## config.mk

```make
export PLATFORM = sky130hd
export DESIGN_NAME = decade_reload_ctr
export DESIGN_NICKNAME = d
export VERILOG_FILES = /design/src/rtl/decade_pkg.sv /design/src/rtl/dc_load_reg.sv /design/src/rtl/dc_term_detect.sv /design/src/rtl/dc_load_sel.sv /design/src/rtl/decade_reload_ctr.sv
export SDC_FILE = /design/constraint.sdc
export NUM_CORES = 1
export LEC_CHECK = 0
export BUFFER_PORTS_ARGS = -buffer_cell sky130_fd_sc_hd__buf_4
export CAP_MARGIN = 20
export CELL_PAD_IN_SITES_DETAIL_PLACEMENT = 1
export CELL_PAD_IN_SITES_GLOBAL_PLACEMENT = 1
export CORE_AREA = 4 4 41 43
export DETAILED_ROUTE_END_ITERATION = 7
export DIE_AREA = 0 0 45 47
export GPL_TIMING_DRIVEN = 0
export PLACE_DENSITY = 0.53
export SLEW_MARGIN = 20
export SYNTH_ARGS = -nofsm -noshare
export SYNTH_HDL_FRONTEND = slang
export SYNTH_HIERARCHICAL = 1
export SYNTH_SLANG_ARGS = --single-unit
```

## constraint.sdc

```tcl
create_clock -name clk -period 1.6 [get_ports clk]
set_clock_uncertainty 0.2 [all_clocks]
set_input_delay 0.16 -clock clk [delete_from_list [all_inputs] [get_ports clk]]
set_output_delay 0.16 -clock clk [all_outputs]
set_load 0.1 [all_outputs]
```

## src/rtl/decade_pkg.sv

```systemverilog
package decade_pkg;

   typedef enum logic [0:0] {
      DET_SPARSE = 1'b0,
      DET_FULL   = 1'b1
   } detect_e;

   // True when no value below term carries every bit that is set in term,
   // so that a decoder of only those bits cannot fire early.
   function automatic bit sparse_safe(input int unsigned term);
      for (int unsigned v = 0; v < term; v++) begin
         if ((v & term) == term) return 1'b0;
      end
      return 1'b1;
   endfunction

endpackage

```

## src/rtl/dc_load_reg.sv

```systemverilog
module dc_load_reg #(
   parameter int WIDTH = 4
) (
   input  logic             clk,
   input  logic             rst,
   input  logic             load,
   input  logic             inc,
   input  logic [WIDTH-1:0] d,
   output logic [WIDTH-1:0] q
);

   localparam logic [WIDTH-1:0] STEP = WIDTH'(1);

   always_ff @(posedge clk) begin
      if (rst)       q <= '0;
      else if (load) q <= d;
      else if (inc)  q <= q + STEP;
   end

endmodule

```

## src/rtl/dc_term_detect.sv

```systemverilog
module dc_term_detect #(
   parameter int                  WIDTH  = 4,
   parameter int unsigned         TERM   = 9,
   parameter decade_pkg::detect_e DETECT = decade_pkg::DET_SPARSE
) (
   input  logic [WIDTH-1:0] q,
   output logic             hit
);

   localparam logic [WIDTH-1:0] TERM_V = WIDTH'(TERM);

   generate
      if (DETECT == decade_pkg::DET_SPARSE) begin : g_sparse
         // AND of the bit positions that are one in the terminal value
         assign hit = &(q | ~TERM_V);
      end else begin : g_full
         assign hit = (q == TERM_V);
      end
   endgenerate

endmodule

```

## src/rtl/dc_load_sel.sv

```systemverilog
module dc_load_sel #(
   parameter int          WIDTH  = 4,
   parameter int unsigned RELOAD = 0
) (
   input  logic             ext_ld,
   input  logic [WIDTH-1:0] ext_d,
   input  logic             wrap_ld,
   output logic             load,
   output logic [WIDTH-1:0] d
);

   localparam logic [WIDTH-1:0] RELOAD_V = WIDTH'(RELOAD);

   assign load = ext_ld | wrap_ld;
   assign d    = ext_ld ? ext_d : RELOAD_V;

endmodule

```

## src/rtl/decade_reload_ctr.sv

```systemverilog
module decade_reload_ctr #(
   parameter int                  WIDTH  = 4,
   parameter int unsigned         TERM   = 9,
   parameter decade_pkg::detect_e DETECT = decade_pkg::DET_SPARSE
) (
   input  logic             clk,
   input  logic             rst,
   input  logic             cnt_en,
   input  logic             ld_ext,
   input  logic [WIDTH-1:0] ld_val,
   output logic [WIDTH-1:0] count,
   output logic             tc
);

   localparam logic [WIDTH-1:0] TERM_V = WIDTH'(TERM);

   if (WIDTH < 1 || WIDTH > 16) begin : g_bad_width
      $error("decade_reload_ctr: WIDTH out of range");
   end
   if (TERM == 0 || TERM >= (1 << WIDTH)) begin : g_bad_term
      $error("decade_reload_ctr: TERM must be nonzero and fit in WIDTH");
   end
   if (DETECT == decade_pkg::DET_SPARSE && !decade_pkg::sparse_safe(TERM)) begin : g_bad_sparse
      $error("decade_reload_ctr: TERM bits appear in a smaller value");
   end

   logic             hit;
   logic             wrap_ld;
   logic             load;
   logic [WIDTH-1:0] d;

   dc_term_detect #(.WIDTH(WIDTH), .TERM(TERM), .DETECT(DETECT)) u_det (
      .q   (count),
      .hit (hit)
   );

   assign wrap_ld = cnt_en & hit;

   dc_load_sel #(.WIDTH(WIDTH), .RELOAD(0)) u_sel (
      .ext_ld  (ld_ext),
      .ext_d   (ld_val),
      .wrap_ld (wrap_ld),
      .load    (load),
      .d       (d)
   );

   dc_load_reg #(.WIDTH(WIDTH)) u_reg (
      .clk  (clk),
      .rst  (rst),
      .load (load),
      .inc  (cnt_en),
      .d    (d),
      .q    (count)
   );

   assign tc = cnt_en & (count == TERM_V);

endmodule

```

==> metrics, run 1 <==
Net Count, Synth=40; FF-to-FF End=u_reg/q[1]; Fillers=166; Core Area=1300 sq um; adder and majority gate portion of the synthesized area=0.0457; largest area contributor in the netlist=dfxtp_1; die height=47 um; top cells by area, synth=dfxtp_1 29%, and2_2 11%, mux2i_1 7.3%; CTS tree=yes; Synth top area share=0.292; Max Buffers Root-to-Sink=2; vias=262; Max H-tree Level=1; worst-case reg-to-reg path depth=4; critical path class=reg2out; pre-CTS setup slack=0.0642 ns; Leak=0.199 nW; Tightest Hold Check Type=in2reg; largest family of logic cells by synthesized area=simple AND/OR/NAND/NOR gates; ANT cells=0; CP max-delay cell=dfxtp_4; CP cell instances=nand3b_1, nor3b_4, buf_8; Routed Antenna Nets=0; Final Non-Filler Cells=61; slowest stage delay, CP=0.34 ns; grt total ovfl=0; CTS sink cnt=4; max reg flops=4; simple-gate portion of the synthesized area=0.315; Max-Cap Viols=0; Post-CTS Setup Inserts=0; largest net degree at the start of global routing=7; Power Density=813 nW/um^2; largest registers=u_reg/q x4; I/O Pins=13; total die area=2120 sq um; initial antenna violation count=0; cell count after synthesis=31; I/O Buffers=12; hold depth=4; initial drt markers=3; Avg Inst Size Synth=8.84 sq um; Initial Utilization=0.211; Worst-path clk slew=0.04 ns; Hold Path Sink=u_reg/q[1]; cell family with most CP delay=simple AND/OR/NAND/NOR gates; CP Capture Type=primary output; Detailed Place HPWL=555 um; Post-Route WL=702 um; Tmin final=1.55 ns; Setup crit start kind=register; Peak VDD IR=0.000263 V; r2r startpoint=u_reg/q[0]; endpoints failing setup=0; commonest cells in the netlist=4 x and2_2, 4 x dfxtp_1; root buffer cell=clkbuf_4; row cnt=13; Ys Warns=6; Post-synth EDFFs=0; mux cell area share after synthesis=0.114; drt wl/cell=11.5 um; via/cell ratio=4.30; placed standard-cell area=404 sq um; r2r setup slk=0.13 ns; Synth cell types=18; Seq/Total Area, Yosys=0.292; PnR worst setup slack=0.0457 ns; Area Growth Syn to Fin=61.2%; slew margin rel.=0.815; finished layout cell area=442 sq um; Req. time, crit path=1.24 ns; cell area after synthesis=274 sq um; crit path DAT=1.19 ns; fin crit share=0.971; Final Hold Fails=0; vias in the first global route=278; NumNets Final=57; f_max=0.643 GHz; status=complete, no violations; share of cells above drive strength 1=0.543; CTS buffer count=3; share of flip-flops with an asynchronous set or reset=0; # DRC=0; combined area of the multi-input logic cells=190 sq um; GRT Resource Usage Total=0.0813; TritonRoute pass-1 iters=2; Pwr Total=359 uW; GPL Wtd Cong=0.742; Storage cell area=95.1 sq um; #FFs+latches synth=4; Synth Area in XOR/XNOR=0.0959; crit-path max FO=4; ys flop type=dfxtp_1; Placed Cells=58; Skew-Pair Late Insertion Delay=0.23 ns; first-pass GRT wire length=1.15 mm; Compound-Gate Fraction of Synth Area=0.0913; Die Wd=45 um; Biggest register=u_reg/q; worst hold start=ld_val[1]; Worst Path Buf+Inv=1; Slew Limit Fails=0; RSZ-0062 raised after global routing=true; Worst Tran Pin Value=0.279 ns
==> worst max path at each step <==
stage / from / end / slack (ns) / cells after the start
after floorplan: u_reg/q[3] / tc / -0.30 / 2
final: u_reg/q[2] / tc / 0.05 / 3
after global routing: u_reg/q[2] / tc / -0.0006 / 3
after global placement: u_reg/q[0] / u_reg/q[2] / 0.07 / 6
after CTS: u_reg/q[2] / tc / 0.02 / 3
after detailed placement: u_reg/q[0] / u_reg/q[2] / 0.06 / 6
==> logic make-up (layout without fill, tap and decap cells) <==
group | Yosys count | after routing
DFF | 4 | 4
xor gates and xnor gates | 3 | 3
muxes | 3 | 3
and+or+nand+nor | 13 | 13
buffers and inverters | 3 | 18
adders and majority gates | 1 | 1
AOI/OAI and AO/OA | 4 | 4
==> through the flow <==
| step | TNS, ns | util | hold slack [ns] |
|---|---|---|---|
| 2_1_floorplan | -0.303 | - | 0.0227 |
| 3_3_place_gp | 0 | 0.311 | 0.138 |
| 3_5_place_dp | 0 | 0.311 | 0.143 |
| 4_1_cts | 0 | 0.338 | 0.117 |
| 5_1_grt | -0.000626 | 0.339 | 0.135 |
| 6_report | 0 | 0.339 | 0.115 |
==> what timing repair did <==
action / in CTS / in global routing
resized for setup: 1 / 2
pin swaps: 0 / 0
endpoints found under the hold margin: 3 / 0
hold buffers: 1 / 0
endpoints found under the setup margin: 1 / 5
==> layout make-up <==
type / instances / area share
Multi-Input combinational cell: 24 / 0.431
Timing Repair Buffer: 13 / 0.244
Sequential cell: 4 / 0.215
Clock buffer: 3 / 0.0510
Tap cell: 15 / 0.0425
Inverter: 2 / 0.0170
==> cell usage in the layout (no fill, tap or decap), types with 2 or more instances in the layout <==
master    netlist  routed
xnor2_1         2       2
a21oi_1         2       2
dfxtp_4         0       4
buf_4           0      11
mux2i_1         2       2
nor2_1          2       2
and2_2          4       4
clkbuf_4        0       3
o21a_1          2       2
and2_1          2       2
inv_1           2       2
==> power by group <==
| group | total (mW) | switching, mW | internal, mW | leakage, nW |
|---|---|---|---|---|
| combinational | 0.121 | 0.0767 | 0.0438 | 0.149 |
| clock | 0.122 | 0.0382 | 0.0837 | 0.0138 |
| sequential | 0.117 | 0.0106 | 0.106 | 0.0357 |
==> metal layers <==
| layer | GRT usage | vias up | wire length, um | share of wire |
|---|---|---|---|---|
| li1 | - | 133 | - | - |
| met1 | 0.0907 | 119 | 295 | 0.42 |
| met2 | 0.116 | 10 | 334 | 0.48 |
| met3 | 0.0498 | 0 | 72 | 0.10 |
| met4 | 0.0526 | 0 | 0 | 0 |
| met5 | 0 | - | 0 | 0 |
==> tightest hold or removal path, stage by stage <==
cell	delay [ns]
buf_4	0.07
and2_2	0.12
mux2i_1	0.07
nor2_1	0.08
No activity file was read; power rests on OpenSTA's default activity.
==> run 2: changes to the inputs <==
- ABC_AREA: not set -> 1
- PLACE_DENSITY: 0.53 -> 0.62
==> run 2 against run 1 <==
  * Sequential power about the same
  * Core utilization is 2.4 points higher
  * Sequential cell count stayed put
  * Worst setup slack gained 0.069 ns
  * Largest cell class unchanged
==> metrics, run 2 <==
TritonRoute pass-1 iters=4; cell count after synthesis=55; row cnt=13; grt total ovfl=0; initial drt markers=2; I/O Pins=13; Fillers=183; Power Density=782 nW/um^2; Slew Limit Fails=0; commonest cells after routing, fill and taps aside=17 x nand2_1, 16 x inv_1, 12 x buf_4; hold depth=3; critical path class=reg2out; FF-to-FF End=u_reg/q[3]; first-pass GRT wire length=1.29 mm; Max-Cap Viols=0; CP Capture Type=primary output; ys flop type=dfxtp_1; GPL Wtd Cong=0.678; CTS buffer count=3; Final Non-Filler Cells=87; Synth cell types=14; die height=47 um; vias in the first global route=322; CTS tree=yes; fin crit share=0.929; Max H-tree Level=1; Synth top area share=0.256; Comb pwr share=0.319; Post-synth EDFFs=0; combined area of the multi-input logic cells=178 sq um; NumNets Final=82; Placed Cells=82; Sequential Power Share=0.315; count leader, synth=nand2_1; Worst-path clk slew=0.04 ns; Post-CTS Setup Inserts=0; largest net degree at the start of global routing=7; root buffer cell=clkbuf_4; Initial Utilization=0.240; Setup crit start kind=register; endpoints failing setup=0; Peak VDD IR=0.000364 V; cell area after synthesis=313 sq um; most common cell after layout, fill and taps aside=nand2_1; Detailed Place HPWL=673 um; Storage cell area=90.1 sq um; Die Wd=45 um; CTS resizes=0; largest registers=u_reg/q x4; Worst Tran Pin Value=0.279 ns; share of cells above drive strength 1=0.319; commonest cells in the netlist=17 x nand2_1, 16 x inv_1, 4 x dfxtp_1; r2r startpoint=u_reg/q[0]; top cells by area, synth=dfxtp_1 26%, nand2_1 20%, inv_1 19%; Tmin final=1.49 ns; Final Hold Fails=0; Cell Int Power=237 uW; RSZ-0062 raised after global routing=false; I/O Buffers=12; ANT cells=0; r2r setup slk=0.17 ns; total negative setup slack=0 ns; via/cell ratio=4.09; slowest stage delay, CP=0.37 ns; Net Count, Synth=64; vias=356; # DRC=0; Biggest register=u_reg/q; max reg flops=4; CP max-delay cell=dfxtp_4; GRT Resource Usage Total=0.0893; Hold Path Sink=u_reg/q[0]; share of flip-flops with an asynchronous set or reset=0; Avg Inst Size Synth=5.69 sq um; total die area=2120 sq um; Core Area=1300 sq um; f_max=0.673 GHz; Max Buffers Root-to-Sink=2; Worst Setup SP=u_reg/q[0]; Ys Warns=6; Net Sw Power=133 uW; Area Growth Syn to Fin=51.2%; Req. time, crit path=1.24 ns; slew margin rel.=0.815; worst hold start=cnt_en; Seq/Total Area, Yosys=0.256; CP cell instances=nand3_1, nor2_4, buf_4; Tightest Hold Check Type=in2reg; largest area contributor in the netlist=dfxtp_1; Skew-Pair Late Insertion Delay=0.23 ns; worst-case reg-to-reg path depth=11; #FFs+latches synth=4; pre-CTS setup slack=0.151 ns; CTS sink cnt=4; hold buffer count at CTS=1; crit path DAT=1.13 ns; status=complete, no violations; initial antenna violation count=0; PnR worst setup slack=0.114 ns; Routed Antenna Nets=0; crit-path max FO=6; Pwr Total=370 uW; Post-Route WL=795 um; part of the power in the clock network=0.366; drt wl/cell=9.14 um; switching part of the total=0.358; Leak=0.283 nW
[run 2: logic make-up (layout without fill, tap and decap cells)]
group                      Yosys count  after routing  synth area share
xor gates and xnor gates             2              2            0.0560
and+or+nand+nor                     27             27             0.368
adders and majority gates            1              1            0.0400
DFF                                  4              4             0.256
buffers and inverters               16             33             0.192
AOI/OAI and AO/OA                    5              5            0.0880
[run 2: critical path: cells and delay by family (launching register included)]
| kind | cells | cell delay, ns |
|---|---|---|
| buf+inv | 1 | 0.28 |
| flops | 1 | 0.37 |
| simple gates | 2 | 0.23 |
[run 2: per-layer routing]
layer,track usage,up-vias,share of wire,wire [um]
met5,0,-,0,0
met4,0.0702,0,0.013,10
met3,0.0345,2,0.062,49
met2,0.141,7,0.47,375
met1,0.0955,154,0.45,359
li1,-,193,-,-
[run 2: how the worst max path moves through the flow]
stage / slack (ns) / endpoint / cells after the start
4_1_cts: 0.1 / tc / 3
3_3_place_gp: 0.18 / u_reg/q[3] / 11
6_report: 0.11 / tc / 3
3_5_place_dp: 0.15 / u_reg/q[3] / 11
2_1_floorplan: 0.004 / tc / 2
5_1_grt: 0.01 / u_reg/q[3] / 11
[run 2: per-stage QoR]
step	utilization	instance area [sq um]	hold WS, ns
finish	0.363	473	0.0734
floorplan	-	328	0.0217
global placement	0.336	437	0.134
global route	0.363	473	0.0976
detailed placement	0.336	437	0.134
CTS	0.363	473	0.0745
[run 2: area by class of cell]
type,count,share of cell area
timing repair buffer,13,0.212
sequential,4,0.190
tap,15,0.0397
multi-input combinational,35,0.376
clock buffer,4,0.0556
inverter,16,0.127
[run 2: power by group through the flow]
| stage | Combinational, mW | Sequential (mW) | Clock, mW |
|---|---|---|---|
| 6_report | 0.118 | 0.117 | 0.136 |
| 4_1_cts | 0.120 | 0.117 | 0.143 |
| 5_1_grt | 0.128 | 0.118 | 0.149 |
| 2_1_floorplan | 0.0365 | 0.162 | 0 |
| 3_3_place_gp | 0.116 | 0.118 | 0 |
| 3_5_place_dp | 0.118 | 0.118 | 0 |
